`config.mk`:
```
export PLATFORM = sky130hd
export DESIGN_NAME = i2c_scl_stall_watch
export DESIGN_NICKNAME = d
export VERILOG_FILES = /design/src/rtl/i2c_scl_stall_watch.sv
export SDC_FILE = /design/constraint.sdc
export NUM_CORES = 1
export LEC_CHECK = 0
export CAP_MARGIN = 20
export CORE_MARGIN = 5
export CORE_UTILIZATION = 30
export DETAILED_ROUTE_END_ITERATION = 7
export GPL_TIMING_DRIVEN = 0
export PLACE_DENSITY_LB_ADDON = 0.08
export SLEW_MARGIN = 30
export SYNTH_ARGS = -nofsm -noshare
export SYNTH_HDL_FRONTEND = slang
export SYNTH_SLANG_ARGS = --single-unit
```
`constraint.sdc`:
```
create_clock -name clk -period 2.1 [get_ports clk]
set_clock_uncertainty 0.15 [all_clocks]
set_input_delay 0.315 -clock clk [delete_from_list [all_inputs] [get_ports clk]]
set_output_delay 0.315 -clock clk [all_outputs]
set_load 0.03 [all_outputs]
```
`src/rtl/i2c_scl_stall_watch.sv`:
```
module i2c_scl_stall_watch #(
  parameter int SHORT_CYCLES = 1024,
  parameter int LONG_CYCLES  = 2048
) (
  input  logic clk,
  input  logic rst_n,
  input  logic scl_in,
  input  logic sda_in,
  input  logic det_en,
  input  logic period_sel,
  input  logic irq_ack,
  input  logic irq_clr,
  input  logic if_en,
  input  logic if_rst,
  output logic bus_busy,
  output logic tmo_flag,
  output logic irq_req
);
  localparam int CW = $clog2(LONG_CYCLES + 1);

  logic [1:0]    scl_sy, sda_sy;
  logic          sda_d;
  logic [CW-1:0] cnt;

  wire scl_h   = scl_sy[1];
  wire sda_h   = sda_sy[1];
  wire start_c = scl_h & sda_d & ~sda_h;
  wire stop_c  = scl_h & ~sda_d & sda_h;
  wire recover = ~if_en | if_rst;
  wire run     = det_en & bus_busy & scl_h & ~recover;
  wire [CW-1:0] limit = period_sel ? CW'(LONG_CYCLES) : CW'(SHORT_CYCLES);
  wire hit     = run & ~tmo_flag & (cnt >= limit);

  always_ff @(posedge clk or negedge rst_n)
    if (!rst_n) begin
      scl_sy <= 2'b11;
      sda_sy <= 2'b11;
      sda_d  <= 1'b1;
    end else begin
      scl_sy <= {scl_sy[0], scl_in};
      sda_sy <= {sda_sy[0], sda_in};
      sda_d  <= sda_h;
    end

  always_ff @(posedge clk or negedge rst_n)
    if (!rst_n)            bus_busy <= 1'b0;
    else if (recover)      bus_busy <= 1'b0;
    else if (start_c)      bus_busy <= 1'b1;
    else if (stop_c)       bus_busy <= 1'b0;

  always_ff @(posedge clk or negedge rst_n)
    if (!rst_n)            cnt <= '0;
    else if (!run)         cnt <= '0;
    else if (cnt < limit)  cnt <= cnt + 1'b1;

  always_ff @(posedge clk or negedge rst_n)
    if (!rst_n)            tmo_flag <= 1'b0;
    else if (recover)      tmo_flag <= 1'b0;
    else if (hit)          tmo_flag <= 1'b1;

  always_ff @(posedge clk or negedge rst_n)
    if (!rst_n)                   irq_req <= 1'b0;
    else if (hit)                 irq_req <= 1'b1;
    else if (irq_ack || irq_clr)  irq_req <= 1'b0;
endmodule

```
Word-level counts from Yosys, hierarchy flattened
Index checks and enable logic that the tools add are counted.
- register bits after elaboration: 20
- input bits: 10
- output and inout bits: 3
- logic and storage cells: 40
- $add $sub $neg: 1
- magnitude comparators: 2
- equality and inequality tests: 1
- mux-type cells: 10
- bitwise logic cells: 15
- reductions and logical operators: 4
- operators by type and width (kind ; number):
    $mux W12 ; 3
    $add A12 B1 Y12 const B ; 1
    $ge A12 B12 Y1 ; 1
    $lt A12 B12 Y1 ; 1
    $and A1 B1 Y1 ; 9
    $mux W1 ; 7
    $not A1 Y1 ; 5
    $reduce_bool A2 Y1 ; 2
    $reduce_bool A3 Y1 ; 1
    $ne A2 B1 Y1 const B ; 1
    $logic_or A1 B1 Y1 ; 1
    $or A1 B1 Y1 ; 1

Depth between registers and ports, before layout
Gate-level depths: netlist (run 1).
- depth in word-level cells: 8
- gate-level depth with buffers: 7
- depth with buffers taken out: 6

Worst setup path after synthesis (run 1)
OpenSTA, ideal clock, no wires.
- path kind: register to register
- from: register cnt[11]
- to: register cnt[11]
- setup time: 0.078 ns
- arrival time: 1.864 ns
- data required time: 1.872 ns
- path slack: 0.008 ns
- cell stages (with the launch flop): 7
- path buffers: 1
- clock period less this slack: 2.092 ns
- cells stage by stage: dfrtp_1 ha_1 nor2b_4 buf_6 or3_4 or4_1 a21oi_1
- word-level cells in the longest chain between the ends: 3
- elaborated cells on any way between the ends: 5
- those cells by class: add/sub: 1; order compare: 1; eq/ne: 1; mux: 2
- RTL lines (item ; RTL line ; RTL):
    start: declaration ; 23 ; logic [CW-1:0] cnt;
    start signal: assignment ; 54 ; else if (cnt < limit) cnt <= cnt + 1'b1;
    $add A12 B1 Y12 ; 54 ;
    $mux W12 ; 54 ;
    $mux W12 ; 53 ; else if (!run) cnt <= '0;
Several ways; a longest one is shown, not always the timed one. The select of a mux whose other input is x is not followed.
A chain may end at the register's enable or synchronous reset.

Final worst setup path (run 1)
Ends and elaborated chain as after synthesis.

==> impl_metrics.yaml, run 1 <==
power_and_ir_drop:
  ir_drop_mv: 0.223
  p_int_mw: 0.611
  total_power_mw: 0.765
  p_leak_nw: 0.473
  pwr-share-comb: 0.058
  p_seq_frac: 0.519
  swShare: 0.202
  powerDensity_nw_per_um2: 618
  p_sw_mw: 0.154
  clkPwrFrac: 0.423
cells_and_area:
  fillCellCount: 310
  final_core_util: 0.402
  num-nets-final: 128
  antennaDiodeCount: 0
  area_delta_synth_final_pct: 27.9
  drive_above_1_share: 0.186
  layoutNonFillerInstCount: 157
setup_path:
  crit_chain: "ha_4, nor2b_4, or3_4, or4_4, a21oi_2"
  critPathRequiredTime_ns: 2.19
  path_class: "flop to flop"
  reg2regPathDepth: 5
  crit_buf_inv: 0
  end_kind: "flop"
  path_max_fanout: 9
  r2r_setup_slack_ns: 0.03
  crit_slowest_cell: "or4_4"
  crit_arrival_ns: 2.16
  reg2reg_from: "cnt[11]"
  max_stage_delay_ns: 0.55
  r2r-end: "cnt[11]"
  crit_path_start_kind: "flop"
  crit_family: "simple AND/OR/NAND/NOR gates"
synth:
  synth_cells: 94
  netlist_area_um2: 968
  synth_top_area_frac: 0.388
  yosys.area.top_type: "dfrtp_1"
  ys_seq_area_frac: 0.523
  synth_area_leaders: "dfrtp_1 39%, dfstp_2 14%, xnor2_1 5.4%"
  synth-simple-area-share: 0.253
  syn_nets: 108
  post_synth.cell_area_avg_um2: 10.3
  ys_ff_latch: 20
  ys.flop_type: "dfrtp_1"
  synth_edf_count: 0
  synth_xor_xnor_area_share: 0.0633
  ys_warn_count: 0
  synth-adder-area-share: 0.0517
  synth_top_family_by_area: "simple AND/OR/NAND/NOR gates"
  ys_types: 26
  synth_compound_area_frac: 0.0736
  async_flop_share: 1.00
  synthMuxAreaShare: 0
clocking:
  root_buffer: "clkbuf_4"
  cts_buffer_depth: 2
  cts_max_level: 1
  clkSinkCount: 20
  clkLatencyLatePin_ns: 0.31
  clk_pin_slew_ns: 0.13
  cts_tree: "yes"
  cts_buffers: 3
global_routing:
  gr-total-overflow: 0
  grt_max_degree: 21
  grt_pass1_vias: 713
  antenna_found_initial: 0
  grt_usage: 0.104
  grt_pass1_wl_um: 3430
worst_hold_path:
  hold_depth: 0
  hp-class: "flop to flop"
  holdPathEnd: "scl_sy[1]"
  min_from: "scl_sy[0]"
floorplanning:
  dieWidth_um: 66.8
  num_io_pins: 13
  core_um2: 3080
  rows: 20
  start_util: 0.315
  dieArea_um2: 4460
  die_h_um: 66.8
placement:
  port_buffers: 12
  dp.cells: 150
  hpwlAfterDp_um: 1390
  globalplace.congestion: 0.766
routing:
  firstDrtPassIters: 4
  num_vias: 724
  viasPerCell: 4.61
  drt_iter0_drc: 31
  drc_errors: 0
  routed_wirelength_um: 2060
  detail_route.wl_per_cell_um: 13.1
  ant_nets: 0
sta:
  final_hold_viol_count: 0
  worstMarginPinSlew_ns: 0.515
  timing.final.crit_share: 0.985
  setup_viol: 0
  fin_tns_setup_ns: 0
  slew_headroom: 0.657
  fmax_mhz: 483
  drv_slew: 0
  layout_min_cycle_time_ns: 2.07
  hold_slack_ns: 0.215
  rsz0062_at_grt: "yes"
flow_run:
  cap_violations: 0
status:
  outcome: "finished clean"
cell type report:
cell class / count / area, µm² / area share
Buffer: 1 / 3.75 / 0.00303
Clock buffer: 3 / 22.5 / 0.0182
Clock inverter: 1 / 30.0 / 0.0242
Inverter: 4 / 15.0 / 0.0121
Multi-Input combinational cell: 67 / 452 / 0.365
Sequential cell: 20 / 507 / 0.409
Tap cell: 44 / 55.1 / 0.0444
Timing Repair Buffer: 17 / 154 / 0.124
registers in the layout, indices dropped and copies added (netlist names):
name      flops
scl_sy        2
sda_sy        2
irq_req       1
cnt          12
sda_d         1
bus_busy      1
tmo_flag      1
logic make-up (layout without fill, tap and decap cells):
family,Yosys count,count (layout)
AOI/OAI and AO/OA,13,13
xor gates and xnor gates,7,7
adders and majority gates,4,4
buffers and inverters,7,26
DFF,20,20
and+or+nand+nor,43,43
routing by layer:
layer | share of wire | track usage | wire length (µm)
met2 | 0.46 | 0.157 | 951
met4 | 0.010 | 0.0457 | 21
met1 | 0.49 | 0.142 | 1010
met3 | 0.040 | 0.0236 | 82
met5 | 0 | 0 | 0
metrics by stage:
step	setup slack (ns)	area, µm²
3_3_place_gp	-0.529	1140
4_1_cts	0.0450	1220
3_5_place_dp	-0.568	1140
6_report	0.0307	1240
2_1_floorplan	0.00803	968
5_1_grt	-0.0155	1240
cells in the mapped netlist (all sizes together) (2+ instances only):
master	count
dfrtp	15
nor2	10
nand2	8
a21oi	7
xnor2	6
dfstp	5
or3	5
ha	4
inv	4
nor2b	4
o21ai	4
nand3	3
nand4	3
nor4	3
nor4b	3
clkbuf	2
how the worst max path moves through the flow:
stage | startpoint | to | slack (ns) | cells after the start
after floorplan | cnt[11] | cnt[11] | 0.008 | 6
after global placement | period_sel | cnt[11] | -0.53 | 8
after detailed placement | period_sel | cnt[11] | -0.57 | 8
after CTS | cnt[11] | cnt[11] | 0.05 | 5
after global routing | cnt[11] | cnt[11] | -0.02 | 5
final | cnt[11] | cnt[11] | 0.03 | 5
placed cells by master (no fill, tap or decap), drive strengths merged, types with 5 or more instances in the layout:
master,count
dfstp,5
clkdlybuf4s50,10
or3,5
buf,5
a21oi,7
dfrtp,15
xnor2,6
nand2,8
nor2,10
power by group through the flow:
stage | clock network, mW | registers (mW) | logic (mW)
6_report | 0.324 | 0.397 | 0.0445
5_1_grt | 0.348 | 0.398 | 0.0499
4_1_cts | 0.335 | 0.397 | 0.0457
3_5_place_dp | 0 | 0.404 | 0.0458
3_3_place_gp | 0 | 0.404 | 0.0452
2_1_floorplan | 0 | 0.405 | 0.0156
timing repair:
action	CTS	global route
setup endpoints to repair	4	2
hold buffers	0	1
pin swaps	4	1
endpoints found under the hold margin	0	15
buffers inserted	4	0
gates resized for setup	3	3
(Power assumes the default switching activity.)
==> inputs of run 2 (changes only) <==
Settings changed: CORE_MARGIN 5 to 4.
==> impl_metrics.yaml, run 2 (synthesized netlist as in run 1, its figures left out) <==
cells_and_area:
  multiInputGateArea_um2: 444
  final_cell_mix: "15 x dfrtp_1, 10 x nor2_1, 10 x clkdlybuf4s50_1"
  postLayoutCellArea_um2: 1230
  reg_top3: "cnt: 12 flops, scl_sy: 2 flops, sda_sy: 2 flops"
  layout_commonest_cell: "dfrtp_1"
  seqCellArea_um2: 507
  layoutNonFillerInstCount: 157
  antennaDiodeCount: 0
  drive_above_1_share: 0.168
  top_register: "cnt"
  area_delta_synth_final_pct: 27.1
  num-nets-final: 128
  final_core_util: 0.400
  largest_reg_flops: 12
  fillCellCount: 317
power_and_ir_drop:
  total_power_mw: 0.765
  ir_drop_mv: 0.220
  p_seq_frac: 0.519
  pwr-share-comb: 0.058
  p_sw_mw: 0.154
  p_int_mw: 0.611
  clkPwrFrac: 0.423
  p_leak_nw: 0.472
  powerDensity_nw_per_um2: 622
  swShare: 0.202
clocking:
  clkSinkCount: 20
  clk_pin_slew_ns: 0.12
  root_buffer: "clkbuf_4"
  cts_buffers: 3
  cts_tree: "yes"
  clkLatencyLatePin_ns: 0.31
  cts_buffer_depth: 2
  cts_max_level: 1
placement:
  globalplace.congestion: 0.704
  hpwlAfterDp_um: 1390
  place_area_um2: 1140
  port_buffers: 12
  pre_cts_ws_ns: -0.579
  dp.cells: 150
routing:
  viasPerCell: 4.69
  firstDrtPassIters: 4
  routed_wirelength_um: 2000
  num_vias: 737
  drc_errors: 0
  ant_nets: 0
  detail_route.wl_per_cell_um: 12.7
  drt_iter0_drc: 16
status:
  outcome: "finished clean"
setup_path:
  end_kind: "flop"
  path_class: "flop to flop"
  crit_path_start_kind: "flop"
  critPathRequiredTime_ns: 2.19
  path_max_fanout: 9
  crit_arrival_ns: 2.15
global_routing:
  grtUsageMet3: 0.0225
  grtUsageMet1: 0.136
  grt_pass1_wl_um: 3350
  met2_usage: 0.160
  grt_usage: 0.104
  grt_max_degree: 21
  antenna_found_initial: 0
  grt_pass1_vias: 731
  top_usage_layer: "met2"
  gr-total-overflow: 0
sta:
  rsz0062_at_grt: "no"
  final_hold_viol_count: 0
  timing.final.crit_share: 0.980
  setup_ws_ns: 0.0415
  slew_headroom: 0.664
  layout_min_cycle_time_ns: 2.06
  drv_slew: 0
  fmax_mhz: 486
  fin_tns_setup_ns: 0
  hold_slack_ns: 0.216
  worstMarginPinSlew_ns: 0.504
  setup_viol: 0
floorplanning:
  dieArea_um2: 4200
  start_util: 0.315
  die_h_um: 64.8
  dieWidth_um: 64.8
  num_io_pins: 13
  rows: 20
  core_um2: 3080
flow_run:
  cap_violations: 0
worst_hold_path:
  hp-class: "flop to flop"
[run 2: cell count changes in the layout (fill, tap and decap cells not counted)]
cell,previous run,this run
a21oi_2,2,1
or4_4,1,0
or4_1,0,1
a21oi_1,5,6
[run 2: repair_timing]
| action | in CTS | in global routing |
|---|---|---|
| hold buffers | 0 | 1 |
| gates resized for setup | 3 | 1 |
| setup endpoints to repair | 4 | 1 |
| buffers inserted | 4 | 0 |
| pin swaps | 4 | 0 |
| hold endpoints to repair | 0 | 15 |
[run 2: worst paths after layout]
path	cells past startpoint	endpoint	slack (ns)	startpoint
worst max register to register	5	cnt[11]	0.04	cnt[11]
worst min-delay path	0	scl_sy[1]	0.22	scl_sy[0]
worst min register to register	0	scl_sy[1]	0.22	scl_sy[0]
max in group asynchronous	2	scl_sy[0]	1.14	rst_n
min in group asynchronous	2	cnt[11]	0.32	rst_n
worst max-delay path	5	cnt[11]	0.04	cnt[11]
[run 2: critical path, stage by stage, from the launching register on]
cell and delay, ns:
dfrtp_1 0.43, ha_4 0.25, nor2b_4 0.15, or3_4 0.34, or4_1 0.53, a21oi_1 0.13
[run 2: final cells by class]
class | instances | share of cell area
well taps | 44 | 0.0447
flip-flops and latches | 20 | 0.412
clock buffers | 3 | 0.0183
plain buffers | 1 | 0.00305
inverters | 4 | 0.0122
clock inverters | 1 | 0.0244
multi-input cells | 67 | 0.361
repair buffers | 17 | 0.125
[run 2: layer usage]
metal / vias to the layer above / part of all wire
met5: - / 0
met2: 7 / 0.45
met4: 0 / 0.015
met3: 4 / 0.026
li1: 369 / -
met1: 357 / 0.51
[run 2: power groups by stage]
stage          Sequential [mW]  Combinational (mW)  Clock (mW)
6_report                 0.397              0.0446       0.323
5_1_grt                  0.398              0.0504       0.350
4_1_cts                  0.397              0.0456       0.333
3_5_place_dp             0.404              0.0457           0
3_3_place_gp             0.404              0.0453           0
2_1_floorplan            0.405              0.0156           0
==> inputs of run 3 (changes only) <==
Settings changed: ABC_AREA set to 1, SETUP_SLACK_MARGIN set to 0.02.
Clock period 2.1 ns to 1.7 ns, I/O delays scaled along.
==> impl_metrics.yaml, run 3 <==
synth:
  async_flop_share: 1.00
  post_synth.cell_area_avg_um2: 7.65
  ys.flop_type: "dfrtp_1"
  synth_compound_area_frac: 0.0603
  ys_types: 18
  synth_cells: 141
  synth_area_leaders: "dfrtp_1 35%, nand2_1 14%, dfstp_2 12%"
  ys_warn_count: 0
  synthMuxAreaShare: 0
  ys_top_cells_by_count: "40 x nand2_1, 19 x nor2_1, 15 x dfrtp_1"
  yosys.area.top_type: "dfrtp_1"
  yosysMostFrequentCell: "nand2_1"
  synth_top_family_by_area: "simple AND/OR/NAND/NOR gates"
  synth-simple-area-share: 0.347
  synth_xor_xnor_area_share: 0
  netlist_area_um2: 1080
  synth_top_area_frac: 0.348
  syn_nets: 155
  synth-adder-area-share: 0.0464
  synth_edf_count: 0
  ys_ff_latch: 20
  ys_seq_area_frac: 0.470
clocking:
  clkLatencyLatePin_ns: 0.30
  clkSinkCount: 20
  root_buffer: "clkbuf_4"
  cts_buffers: 3
  cts_max_level: 1
  clk_pin_slew_ns: 0.11
  cts_buffer_depth: 2
  cts_tree: "yes"
global_routing:
  grt_pass1_vias: 859
  grt_usage: 0.110
  met2_usage: 0.166
  grtUsageMet3: 0.0197
  grtUsageMet1: 0.157
  gr-total-overflow: 0
  grt_pass1_wl_um: 3890
  top_usage_layer: "met2"
  antenna_found_initial: 0
  grt_max_degree: 21
cells_and_area:
  layoutNonFillerInstCount: 206
  drive_above_1_share: 0.200
  num-nets-final: 175
  top_register: "cnt"
  layout_commonest_cell: "nand2_1"
  multiInputGateArea_um2: 531
  final_core_util: 0.400
  reg_top3: "cnt: 12 flops, scl_sy: 2 flops, sda_sy: 2 flops"
  antennaDiodeCount: 0
  largest_reg_flops: 12
  fillCellCount: 376
  seqCellArea_um2: 507
  area_delta_synth_final_pct: 26.7
  final_cell_mix: "39 x nand2_1, 17 x nor2_1, 15 x dfrtp_1"
routing:
  routed_wirelength_um: 2180
  firstDrtPassIters: 4
  drc_errors: 0
  drt_iter0_drc: 12
  detail_route.wl_per_cell_um: 10.6
  viasPerCell: 4.42
  ant_nets: 0
  num_vias: 910
placement:
  dp.cells: 199
  globalplace.congestion: 0.776
  port_buffers: 12
  hpwlAfterDp_um: 1610
sta:
  layout_min_cycle_time_ns: 1.61
  setup_viol: 0
  drv_slew: 0
  final_hold_viol_count: 0
  worstMarginPinSlew_ns: 0.455
  rsz0062_at_grt: "no"
  fmax_mhz: 622
  timing.final.crit_share: 0.946
  slew_headroom: 0.697
setup_path:
  crit_family: "buffers and inverters"
  crit_chain: "clkdlybuf4s50_1, inv_1, ha_1, inv_1, nand2_1, nand2_4, nand2_2, a21oi_1, nor2_1"
  max_stage_delay_ns: 0.45
  crit_buf_inv: 3
  crit_arrival_ns: 1.66
  cp.depth: 9
  crit_path_start_kind: "input pin"
  cpMostUsedCell: "inv_1"
  path_max_fanout: 7
  path_class: "input pin to flop"
  critPathRequiredTime_ns: 1.75
  end_kind: "flop"
  crit_slowest_cell: "clkdlybuf4s50_1"
  reg2regPathDepth: 6
status:
  outcome: "finished clean"
floorplanning:
  dieArea_um2: 4620
  dieWidth_um: 68.0
  die_h_um: 68.0
  core_um2: 3420
  rows: 21
  start_util: 0.316
  num_io_pins: 13
power_and_ir_drop:
  ir_drop_mv: 0.243
  p_leak_nw: 0.604
  powerDensity_nw_per_um2: 687
worst_hold_path:
  hp-class: "input pin to flop"
  hold_depth: 1
flow_run:
  cap_violations: 0
## run 3: area by class of cell
cell class	instances	share of cell area
multi-input combinational	102	0.388
sequential	20	0.371
timing repair buffer	15	0.0998
inverter	17	0.0467
tap	46	0.0421
clock inverter	1	0.0220
clock buffer	3	0.0165
buffer	2	0.0137
## run 3: power breakdown
group	total (mW)	internal, mW	switching [mW]
clock	0.390	0.238	0.152
combinational	0.0575	0.0279	0.0295
sequential	0.491	0.487	0.00344
total	0.938	0.753	0.185
## run 3: kinds of logic after synthesis
family	count (synthesis)
compound gates	13
fa+ha+maj	4
buf+inv	19
flops	20
simple gates	85
## run 3: worst paths after layout
check	slack, ns	endpoint	start
max	0.09	cnt[9]	period_sel
min	0.19	sda_sy[0]	sda_in
max reg2reg	0.15	cnt[9]	cnt[11]
min reg2reg	0.21	sda_sy[1]	sda_sy[0]
max in group asynchronous	0.79	scl_sy[0]	rst_n
min in group asynchronous	0.26	cnt[6]	rst_n
## run 3: metal layers
metal	vias to the layer above	share of wire
li1	480	-
met1	415	0.49
met2	11	0.46
met3	4	0.031
met4	0	0.013
met5	-	0
## run 3: per-stage QoR
stage / setup TNS [ns] / hold slack, ns / power (mW) / cell area (µm²) / worst slack [ns]
after detailed placement: -4.62 / 0.0893 / 0.551 / 1250 / -0.508
after floorplan: 0 / -0.191 / 0.515 / 1080 / 0.124
after global placement: -4.45 / 0.195 / 0.551 / 1260 / -0.502
after CTS: -0.00158 / 0.175 / 0.956 / 1320 / -0.00158
after global routing: 0 / 0.190 / 0.984 / 1370 / 0.0142
final: 0 / 0.193 / 0.938 / 1370 / 0.0923
## run 3: timing repair
item                                    in CTS  in global routing
pin swaps                                    0                  1
endpoints found under the setup margin       8                 12
buffers inserted                             0                  2
hold buffers                                 1                  0
endpoints found under the hold margin       15                  0
resized for setup                            5                  6
